File: config.mk
export PLATFORM = sky130hd
export DESIGN_NAME = perf_level_ctrl
export DESIGN_NICKNAME = d
export VERILOG_FILES = /design/src/rtl/perf_lvl_pkg.sv /design/src/rtl/perf_lvl_request.sv /design/src/rtl/perf_lvl_divider.sv /design/src/rtl/perf_lvl_apply.sv /design/src/rtl/perf_level_ctrl.sv
export SDC_FILE = /design/constraint.sdc
export NUM_CORES = 1
export LEC_CHECK = 0
export BUFFER_PORTS_ARGS = -buffer_cell sky130_fd_sc_hd__buf_2
export CAP_MARGIN = 10
export CORE_AREA = 2 2 39 41
export DETAILED_ROUTE_END_ITERATION = 8
export DIE_AREA = 0 0 41 43
export PLACE_DENSITY = 0.54
export SYNTH_ARGS = -nofsm -noshare
export SYNTH_HDL_FRONTEND = slang
export SYNTH_SLANG_ARGS = --single-unit
File: constraint.sdc
create_clock -name clk -period 1.4 [get_ports clk]
set_input_delay 0.07 -clock clk [delete_from_list [all_inputs] [get_ports clk]]
set_output_delay 0.07 -clock clk [all_outputs]
set_load 0.01 [all_outputs]
File: src/rtl/perf_lvl_pkg.sv
package perf_lvl_pkg;

  typedef enum logic [1:0] {
    LVL_HIGH = 2'b00,
    LVL_BAL  = 2'b01,
    LVL_ECO  = 2'b10,
    LVL_RSVD = 2'b11
  } lvl_e;

  localparam logic [1:0] VOLT_NOM = 2'b10;
  localparam logic [1:0] VOLT_MID = 2'b01;
  localparam logic [1:0] VOLT_LOW = 2'b00;

  // a code may be adopted as a request unless it is the reserved one
  function automatic logic lvl_valid(input logic [1:0] code);
    return code != LVL_RSVD;
  endfunction

  // modelled supply code reported for a level
  function automatic logic [1:0] volt_of(input lvl_e lvl);
    case (lvl)
      LVL_HIGH: return VOLT_NOM;
      LVL_BAL:  return VOLT_MID;
      default:  return VOLT_LOW;
    endcase
  endfunction

  // divide ratio of a level
  function automatic int unsigned ratio_of(input lvl_e lvl,
                                           input int unsigned bal,
                                           input int unsigned eco);
    case (lvl)
      LVL_HIGH: return 1;
      LVL_BAL:  return bal;
      default:  return eco;
    endcase
  endfunction

endpackage

File: src/rtl/perf_lvl_request.sv
module perf_lvl_request
  import perf_lvl_pkg::*;
(
  input  logic       clk,
  input  logic       rst_n,
  input  logic       wr_en,
  input  logic [1:0] wr_data,
  output lvl_e       req_lvl,
  output logic       wr_accept
);

  assign wr_accept = wr_en && lvl_valid(wr_data);

  always_ff @(posedge clk) begin
    if (!rst_n)         req_lvl <= LVL_HIGH;
    else if (wr_accept) req_lvl <= lvl_e'(wr_data);
  end

endmodule

File: src/rtl/perf_lvl_divider.sv
module perf_lvl_divider
  import perf_lvl_pkg::*;
#(
  parameter int unsigned DIV_BAL = 2,
  parameter int unsigned DIV_ECO = 4
) (
  input  logic clk,
  input  logic rst_n,
  input  lvl_e cur_lvl,
  output logic period_done
);

  localparam int unsigned CW = (DIV_ECO > 2) ? $clog2(DIV_ECO) : 1;

  logic [CW-1:0] cnt;
  logic [CW-1:0] term;

  assign term        = CW'(ratio_of(cur_lvl, DIV_BAL, DIV_ECO) - 1);
  assign period_done = (cnt == term);

  always_ff @(posedge clk) begin
    if (!rst_n)           cnt <= '0;
    else if (period_done) cnt <= '0;
    else                  cnt <= cnt + 1'b1;
  end

endmodule

File: src/rtl/perf_lvl_apply.sv
module perf_lvl_apply
  import perf_lvl_pkg::*;
(
  input  logic       clk,
  input  logic       rst_n,
  input  lvl_e       req_lvl,
  input  logic       period_done,
  output lvl_e       cur_lvl,
  output logic       switch_evt,
  output logic       pending,
  output logic [1:0] volt
);

  assign pending    = (req_lvl != cur_lvl);
  assign switch_evt = period_done && pending;
  assign volt       = volt_of(cur_lvl);

  always_ff @(posedge clk) begin
    if (!rst_n)          cur_lvl <= LVL_HIGH;
    else if (switch_evt) cur_lvl <= req_lvl;
  end

endmodule

File: src/rtl/perf_level_ctrl.sv
module perf_level_ctrl
  import perf_lvl_pkg::*;
#(
  parameter int unsigned DIV_BAL = 2,
  parameter int unsigned DIV_ECO = 4
) (
  input  logic       clk,
  input  logic       rst_n,
  input  logic       cfg_wr_en,
  input  logic [1:0] cfg_wr_data,
  output logic       clk_en,
  output logic [1:0] volt_code,
  output logic [2:0] status
);

  lvl_e req_lvl;
  lvl_e cur_lvl;
  logic wr_accept;
  logic period_done;
  logic switch_evt;
  logic pending;

  perf_lvl_request u_req (
    .clk       (clk),
    .rst_n     (rst_n),
    .wr_en     (cfg_wr_en),
    .wr_data   (cfg_wr_data),
    .req_lvl   (req_lvl),
    .wr_accept (wr_accept)
  );

  perf_lvl_divider #(.DIV_BAL(DIV_BAL), .DIV_ECO(DIV_ECO)) u_div (
    .clk         (clk),
    .rst_n       (rst_n),
    .cur_lvl     (cur_lvl),
    .period_done (period_done)
  );

  perf_lvl_apply u_app (
    .clk         (clk),
    .rst_n       (rst_n),
    .req_lvl     (req_lvl),
    .period_done (period_done),
    .cur_lvl     (cur_lvl),
    .switch_evt  (switch_evt),
    .pending     (pending),
    .volt        (volt_code)
  );

  assign clk_en = period_done;
  assign status = {pending, cur_lvl};

endmodule

# After elaboration in Yosys (flattened, before gate mapping)
# Index checks and enable logic that the tools add are counted.
# word_totals
reg_bits,6
input_bits,5
# classes
eq_ne,4
n_reduce_logical,4
muxes,2
add_sub_neg,2
bitwise_logic,1
# ops
op,count
2-bit case mux with 2 select lines,2
2-bit by 1-bit adder with 2-bit output (second input constant),1
2-bit by 1-bit == test with 1-bit output (second input constant),1
2-bit == test,1
1-bit logical AND,2
2-bit zero test,1
2-bit != test,1
2-bit != test (second input constant),1
2-bit OR reduction,1
2-bit by 1-bit subtractor with 2-bit output (second input constant),1
1-bit inverter,1

# Depth between registers and ports, before layout
# Gate-level depths: netlist (run 1).
# logic_depth
depth_word,5
depth_mapped,4
ltp_nobuf,3

# Modules after synthesis
# Synthesis (run 1) repeated with hierarchy kept, for this count alone.
# hier_totals
cells_unflattened,33
hier_area_um2,302.8
# modules_own_cells
mod,cells_each,area_per_inst_um2,n_inst,seq_area_each_um2
perf_lvl_apply,12,111.4,1,40.0
perf_lvl_divider,12,100.1,1,40.0
perf_lvl_request,8,83.8,1,40.0
perf_level_ctrl,1,7.5,1,0.0

# Worst setup path before layout (run 1)
# Ideal clock, no wire load.
# synth_timing
kind,reg-to-reg
start,reg u_app.cur_lvl[0]
end,reg u_div.cnt[1]
arrival_time_ps,1007
path_slack_ps,279
t_required_ps,1285
path_buffers,1
path_stages_with_launch,5
setup_ps,115
period_less_slack_ps,1121
cell_sequence,dfxtp_1 > buf_4 > nor2b_1 > nor3_1 > o21a_1
# synth_between
elab_chain_cells,5
# synth_lines
element,line_no,source
start: declaration,perf_lvl_apply.sv:8,"output lvl_e cur_lvl,"
start signal: assignment,perf_lvl_apply.sv:20,else if (switch_evt) cur_lvl <= req_lvl;
2-bit by 1-bit == test with 1-bit output / 2-bit zero test (equally long branches),perf_lvl_pkg.sv:32,case (lvl)
2-bit case mux with 2 select lines *,perf_lvl_pkg.sv:32,
2-bit by 1-bit subtractor with 2-bit output *,perf_lvl_divider.sv:18,"assign term = CW'(ratio_of(cur_lvl, DIV_BAL, DIV_ECO) - 1);"
2-bit == test *,perf_lvl_divider.sv:19,assign period_done = (cnt == term);
2-bit OR reduction (no line) *,-,
end signal: assignment,perf_lvl_divider.sv:24,else cnt <= cnt + 1'b1;
end: declaration,perf_lvl_divider.sv:15,logic [CW-1:0] cnt;
# Every way passes the cells marked *; elsewhere a longest branch is shown, timed or not.
# A chain may end at the register's enable or synchronous reset.

# Worst setup path after layout (run 1)
# layout_timing
start,reg u_div.cnt[0]
end,out clk_en
# layout_between
elab_chain_cells,1
# layout_lines
element,line_no,source
2-bit == test,perf_lvl_divider.sv:19,
end: declaration,perf_level_ctrl.sv:11,"output logic clk_en,"
# Every way passes these cells.

==> results.toml, run 1 <==
[critical_path]
rr_endpoint = "u_app.cur_lvl[0]$_SDFFE_PN0P_"
critPathRequiredTime_ns = 1.33
startpoint_type = "flop"
worstSetupEndpointType = "output port"
rrSetupSlack_ns = 0.24
cp-startpoint = "u_div.cnt[0]$_SDFF_PP0_"
reg2reg_depth = 3
crit_end = "clk_en"
rr_startpoint = "u_app.cur_lvl[1]$_SDFFE_PN0P_"
critPathMaxFanout = 7
arrival_ns = 1.16
crit_type = "reg -> out"

[yosys]
yosys_warnings = 0
synth_seq_cells = 6
yosysTopAreaCell = "dfxtp_1"
syn_area_um2 = 346.6
synth_cell_types = 20
synth.top_cell.area_share = 0.3466
syn-num-nets = 43
syn_area_per_cell_um2 = 9.121
synth_seq_area_share = 0.3466
netlist_top_cells_area = "dfxtp_1 (35%), o221a_2 (9.7%), buf_4 (6.5%)"
syn_inst = 38

[route]
via_per_inst = 4.635
wl_per_cell_um = 9.825
routed-via-count = 292
wl_um = 619
drcViolationCount = 0
first_pass_iters = 2
drtAntennaViolNets = 0
first_iter_violations = 1

[sta]
grt_setup_unrepaired = "false"
fin_crit_sh = 0.8778
finalCriticalPeriod_ns = 1.229
hold_slack_ns = 0.09770
worst_pin_slew_ns = 0.3678
setup_tns_ns = 0
finalClockSkew_ns = 0.008337
setup_viol = 0
relSlewSlack = 0.7545
hold_viol = 0
max_freq_mhz = 813.7
maxSlewViolCount = 0

[grt]
grt_usage = 0.09237
antenna_found_initial = 0
grt_max_degree = 13
grt_overflow = 0
grt_pass1_vias = 213
grt_pass1_wl_um = 952

[finish]
fill_cells = 154
antenna_cells = 0
final_cells = 63
mostFrequentLayoutCell = "buf_2"
most-common-layout-cells = "buf_2 (10), dfxtp_1 (5), nor2_1 (4)"
design_area_um2 = 406.6
layout-drive-gt1-share = 0.3830
areaGrowthSynthToFinish_pct = 17.33
seqCellArea_um2 = 121.4
multi_input_area_um2 = 185.2
fin_nets = 54

[power]
power.internal_w = 0.0003544
cellLeakagePower_nw = 0.1859
clockPowerShare = 0.319
powerDensity_nw_per_um2 = 1267
p_sw_w = 0.0001609
seq_power_share = 0.439
sw_frac_of_total = 0.3123
combPwrFrac = 0.242
peakVddDrop_mv = 0.2722

[clocking]
clock_latency_ns = 0.25
cts_tree = "built"
clkSinkCount = 6
postCtsSetupRepairBufs = 0
cts_root_buf = "clkbuf_4"
cts.clk_slew.worst_paths_ns = 0.05
cts.htree.levels = 1
numCtsBuffers = 3
clockBufferDepth = 2

[placement]
gp_congestion = 0.6276
dp.cells = 60
place_area_um2 = 382.9
port-buffer-count = 10
dp_hpwl_um = 438.6

[die]
dieArea_um2 = 1763
chipWidth_um = 41
ios = 11
fp-row-count = 14
initial_core_util = 0.2505
die_h_um = 43
core_um2 = 1384

[hold_path]
hold_path.class = "in -> reg"

[run]
drv_cap = 0

[run_status]
outcome = "finished clean"
==> layout make-up <==
type | instances | area share
Tap cell | 16 | 0.04923
Sequential cell | 6 | 0.2985
Inverter | 2 | 0.01846
Clock buffer | 3 | 0.05538
Timing Repair Buffer | 10 | 0.1231
Multi-Input combinational cell | 26 | 0.4554
==> stage by stage <==
step | total power, W | utilization | worst slack, ns
5_1_grt | 0.0005507 | 0.2939 | 0.05435
6_report | 0.0005153 | 0.2939 | 0.1710
3_5_place_dp | 0.0003549 | 0.2767 | 0.2399
4_1_cts | 0.0005213 | 0.2929 | 0.08232
2_1_floorplan | 0.0003296 | - | 0.2786
3_3_place_gp | 0.0003567 | 0.2767 | 0.2404
==> worst max-delay path, stage by stage, from the launching register on <==
cell     delay [ns]
dfxtp_1        0.43
xor2_1         0.11
o31ai_1        0.20
buf_2          0.17
==> flip-flops by register name, summed over array words and instances (netlist names) <==
signal	cells
u_div.cnt	2
u_req.req_lvl	2
u_app.cur_lvl	2
==> layer usage <==
| metal | routed length, µm | track usage |
|---|---|---|
| met1 | 298 | 0.1061 |
| met2 | 254 | 0.1000 |
| met3 | 27 | 0.03141 |
| met4 | 40 | 0.1400 |
| met5 | 0 | 0 |
==> cells in the mapped netlist <==
| cell | number |
|---|---|
| dfxtp_1 | 6 |
| nor2_1 | 4 |
| buf_4 | 3 |
| nor2b_1 | 3 |
| o221a_2 | 3 |
| inv_1 | 2 |
| nand2_1 | 2 |
| o31a_1 | 2 |
| xnor2_1 | 2 |
| a21boi_0 | 1 |
| a21oi_1 | 1 |
| and4_2 | 1 |
| buf_6 | 1 |
| nand3_1 | 1 |
| nor3_1 | 1 |
| o21a_1 | 1 |
| o311a_1 | 1 |
| o31ai_1 | 1 |
| or3b_1 | 1 |
| xor2_1 | 1 |
==> kinds of logic (layout without fill, tap and decap cells) <==
logic type                count (synthesis)  count (layout)  share of synthesized area
AOI/OAI and AO/OA                        10              10                     0.2563
DFF                                       6               6                     0.3466
and+or+nand+nor                          13              13                     0.2021
xor gates and xnor gates                  3               3                    0.07583
buffers and inverters                     6              15                     0.1191
==> worst min path at each step <==
stage / from / end / slack (ns) / depth (start not counted)
2_1_floorplan: rst_n / u_div.cnt[1]$_SDFF_PP0_ / 0.19 / 1
3_3_place_gp: rst_n / u_app.cur_lvl[0]$_SDFFE_PN0P_ / 0.37 / 2
3_5_place_dp: rst_n / u_app.cur_lvl[0]$_SDFFE_PN0P_ / 0.37 / 2
4_1_cts: rst_n / u_div.cnt[1]$_SDFF_PP0_ / 0.10 / 2
5_1_grt: rst_n / u_app.cur_lvl[0]$_SDFFE_PN0P_ / 0.10 / 2
6_report: rst_n / u_app.cur_lvl[0]$_SDFFE_PN0P_ / 0.1 / 2
==> power by group through the flow <==
| stage | clock network, W | registers (W) | logic (W) |
|---|---|---|---|
| final | 0.000164 | 0.000226 | 0.000125 |
| after global routing | 0.000177 | 0.000232 | 0.000141 |
| after CTS | 0.000170 | 0.000225 | 0.000127 |
| after detailed placement | 0 | 0.000228 | 0.000127 |
| after global placement | 0 | 0.000229 | 0.000128 |
| after floorplan | 0 | 0.000209 | 0.000121 |
==> repair_timing <==
action	CTS	global route
hold buffers	0	0
setup endpoints to repair	0	1
endpoints found under the hold margin	0	0
gates resized for setup	0	1
(Power assumes the default switching activity.)
==> run 2: changes to the inputs <==
==> constraint.sdc (replaced) <==
create_clock -name clk -period 1.4 [get_ports clk]
set_input_delay 0.21 -clock clk [delete_from_list [all_inputs] [get_ports clk]]
set_output_delay 0.21 -clock clk [all_outputs]
set_load 0.01 [all_outputs]
==> results.toml, run 2 (synthesized netlist as in run 1, its figures left out) <==
[run_status]
outcome = "finished clean"

[die]
chipWidth_um = 41
core_um2 = 1384
ios = 11
fp-row-count = 14
dieArea_um2 = 1763
initial_core_util = 0.2505
die_h_um = 43

[critical_path]
worstSetupEndpointType = "output port"
critPathRequiredTime_ns = 1.19
arrival_ns = 1.12
startpoint_type = "flop"
critPathMaxFanout = 8
crit_type = "reg -> out"

[sta]
finalCriticalPeriod_ns = 1.333
fin_crit_sh = 0.9521
grt_setup_unrepaired = "true"
worst_pin_slew_ns = 0.3175
relSlewSlack = 0.7881
max_freq_mhz = 750.3
finalClockSkew_ns = 0.001024
setup_viol = 0
hold_viol = 0
worst_slack_ns = 0.06712
maxSlewViolCount = 0

[placement]
gp_congestion = 0.6518
dp_hpwl_um = 448.8
port-buffer-count = 10
place_area_um2 = 382.9
pre_cts_slack_ns = 0.2377

[hold_path]
hold_path.class = "in -> reg"

[clocking]
postCtsSetupRepairBufs = 0
numCtsBuffers = 3
clock_latency_ns = 0.25
clkSinkCount = 6
cts.clk_slew.worst_paths_ns = 0.04
cts_tree = "built"
ctsHoldBuffers = 0
clockBufferDepth = 2
cts_root_buf = "clkbuf_4"
cts.htree.levels = 1

[finish]
seqCellArea_um2 = 126.4
fill_cells = 159
fin_nets = 54
most-common-layout-cells = "buf_2 (10), nor2_1 (4)"
antenna_cells = 0
multi_input_area_um2 = 185.2
design_area_um2 = 411.6
utilization = 0.2975
reg.largest.list = "u_app.cur_lvl (2), u_div.cnt (2), u_req.req_lvl (2)"
layout-drive-gt1-share = 0.4255
mostFrequentLayoutCell = "buf_2"
areaGrowthSynthToFinish_pct = 18.77

[grt]
grt_pass1_vias = 248
grt_usage = 0.09438
grt_overflow = 0
antenna_found_initial = 0
grt_max_degree = 13
grt_pass1_wl_um = 993

[power]
cellLeakagePower_nw = 0.1870
peakVddDrop_mv = 0.2978
powerDensity_nw_per_um2 = 1249

[route]
drtAntennaViolNets = 0
first_pass_iters = 4
wl_um = 641
drcViolationCount = 0
wl_per_cell_um = 10.17
routed-via-count = 311
first_iter_violations = 9
via_per_inst = 4.937

[run]
drv_cap = 0
-- run 2: final cells by class --
cell class,count,area share
Timing Repair Buffer,10,0.1216
Sequential cell,6,0.3070
Multi-Input combinational cell,26,0.4498
Clock buffer,3,0.05471
Inverter,2,0.01824
Tap cell,16,0.04863
-- run 2: worst max-delay path, cell delays in order (launching register included) --
cell     delay, ns
dfxtp_4       0.36
xor2_1        0.17
o31ai_1       0.18
buf_2         0.16
-- run 2: per-stage QoR --
stage	std cells	power, W	hold slack (ns)	TNS (ns)
4_1_cts	63	0.0005244	0.2359	0
6_report	63	0.0005140	0.2436	0
5_1_grt	63	0.0005501	0.2445	-0.03632
3_5_place_dp	60	0.0003545	0.5051	0
2_1_floorplan	38	0.0003296	0.3275	0
3_3_place_gp	60	0.0003557	0.5074	0
-- run 2: worst paths after layout --
kind,end,slack (ns),cells after the start,from
max,clk_en,0.07,3,u_app.cur_lvl[0]$_SDFFE_PN0P_
min,u_app.cur_lvl[0]$_SDFFE_PN0P_,0.24,2,rst_n
max reg2reg,u_app.cur_lvl[0]$_SDFFE_PN0P_,0.23,3,u_div.cnt[1]$_SDFF_PP0_
min reg2reg,u_div.cnt[0]$_SDFF_PP0_,0.57,1,u_app.cur_lvl[0]$_SDFFE_PN0P_
-- run 2: metal layers --
layer,wire length [µm],share of wire,up-vias,GRT usage
met5,0,0,-,0
met4,38,0.059,0,0.1400
met3,52,0.081,4,0.03141
met2,284,0.44,15,0.1125
met1,265,0.41,138,0.09968
li1,-,-,154,-
-- run 2: power breakdown --
| part | leakage [nW] | switching, W | total, W | internal, W |
|---|---|---|---|---|
| Clock | 0.0138 | 0.0000632 | 0.000160 | 0.0000970 |
| Sequential | 0.0507 | 0.0000365 | 0.000228 | 0.000192 |
| Combinational | 0.123 | 0.0000583 | 0.000126 | 0.0000674 |
-- run 2: what timing repair did --
action                                  4_1_cts  5_1_grt
resized for setup                             1        3
endpoints found under the setup margin        1        2
endpoints found under the hold margin         0        0
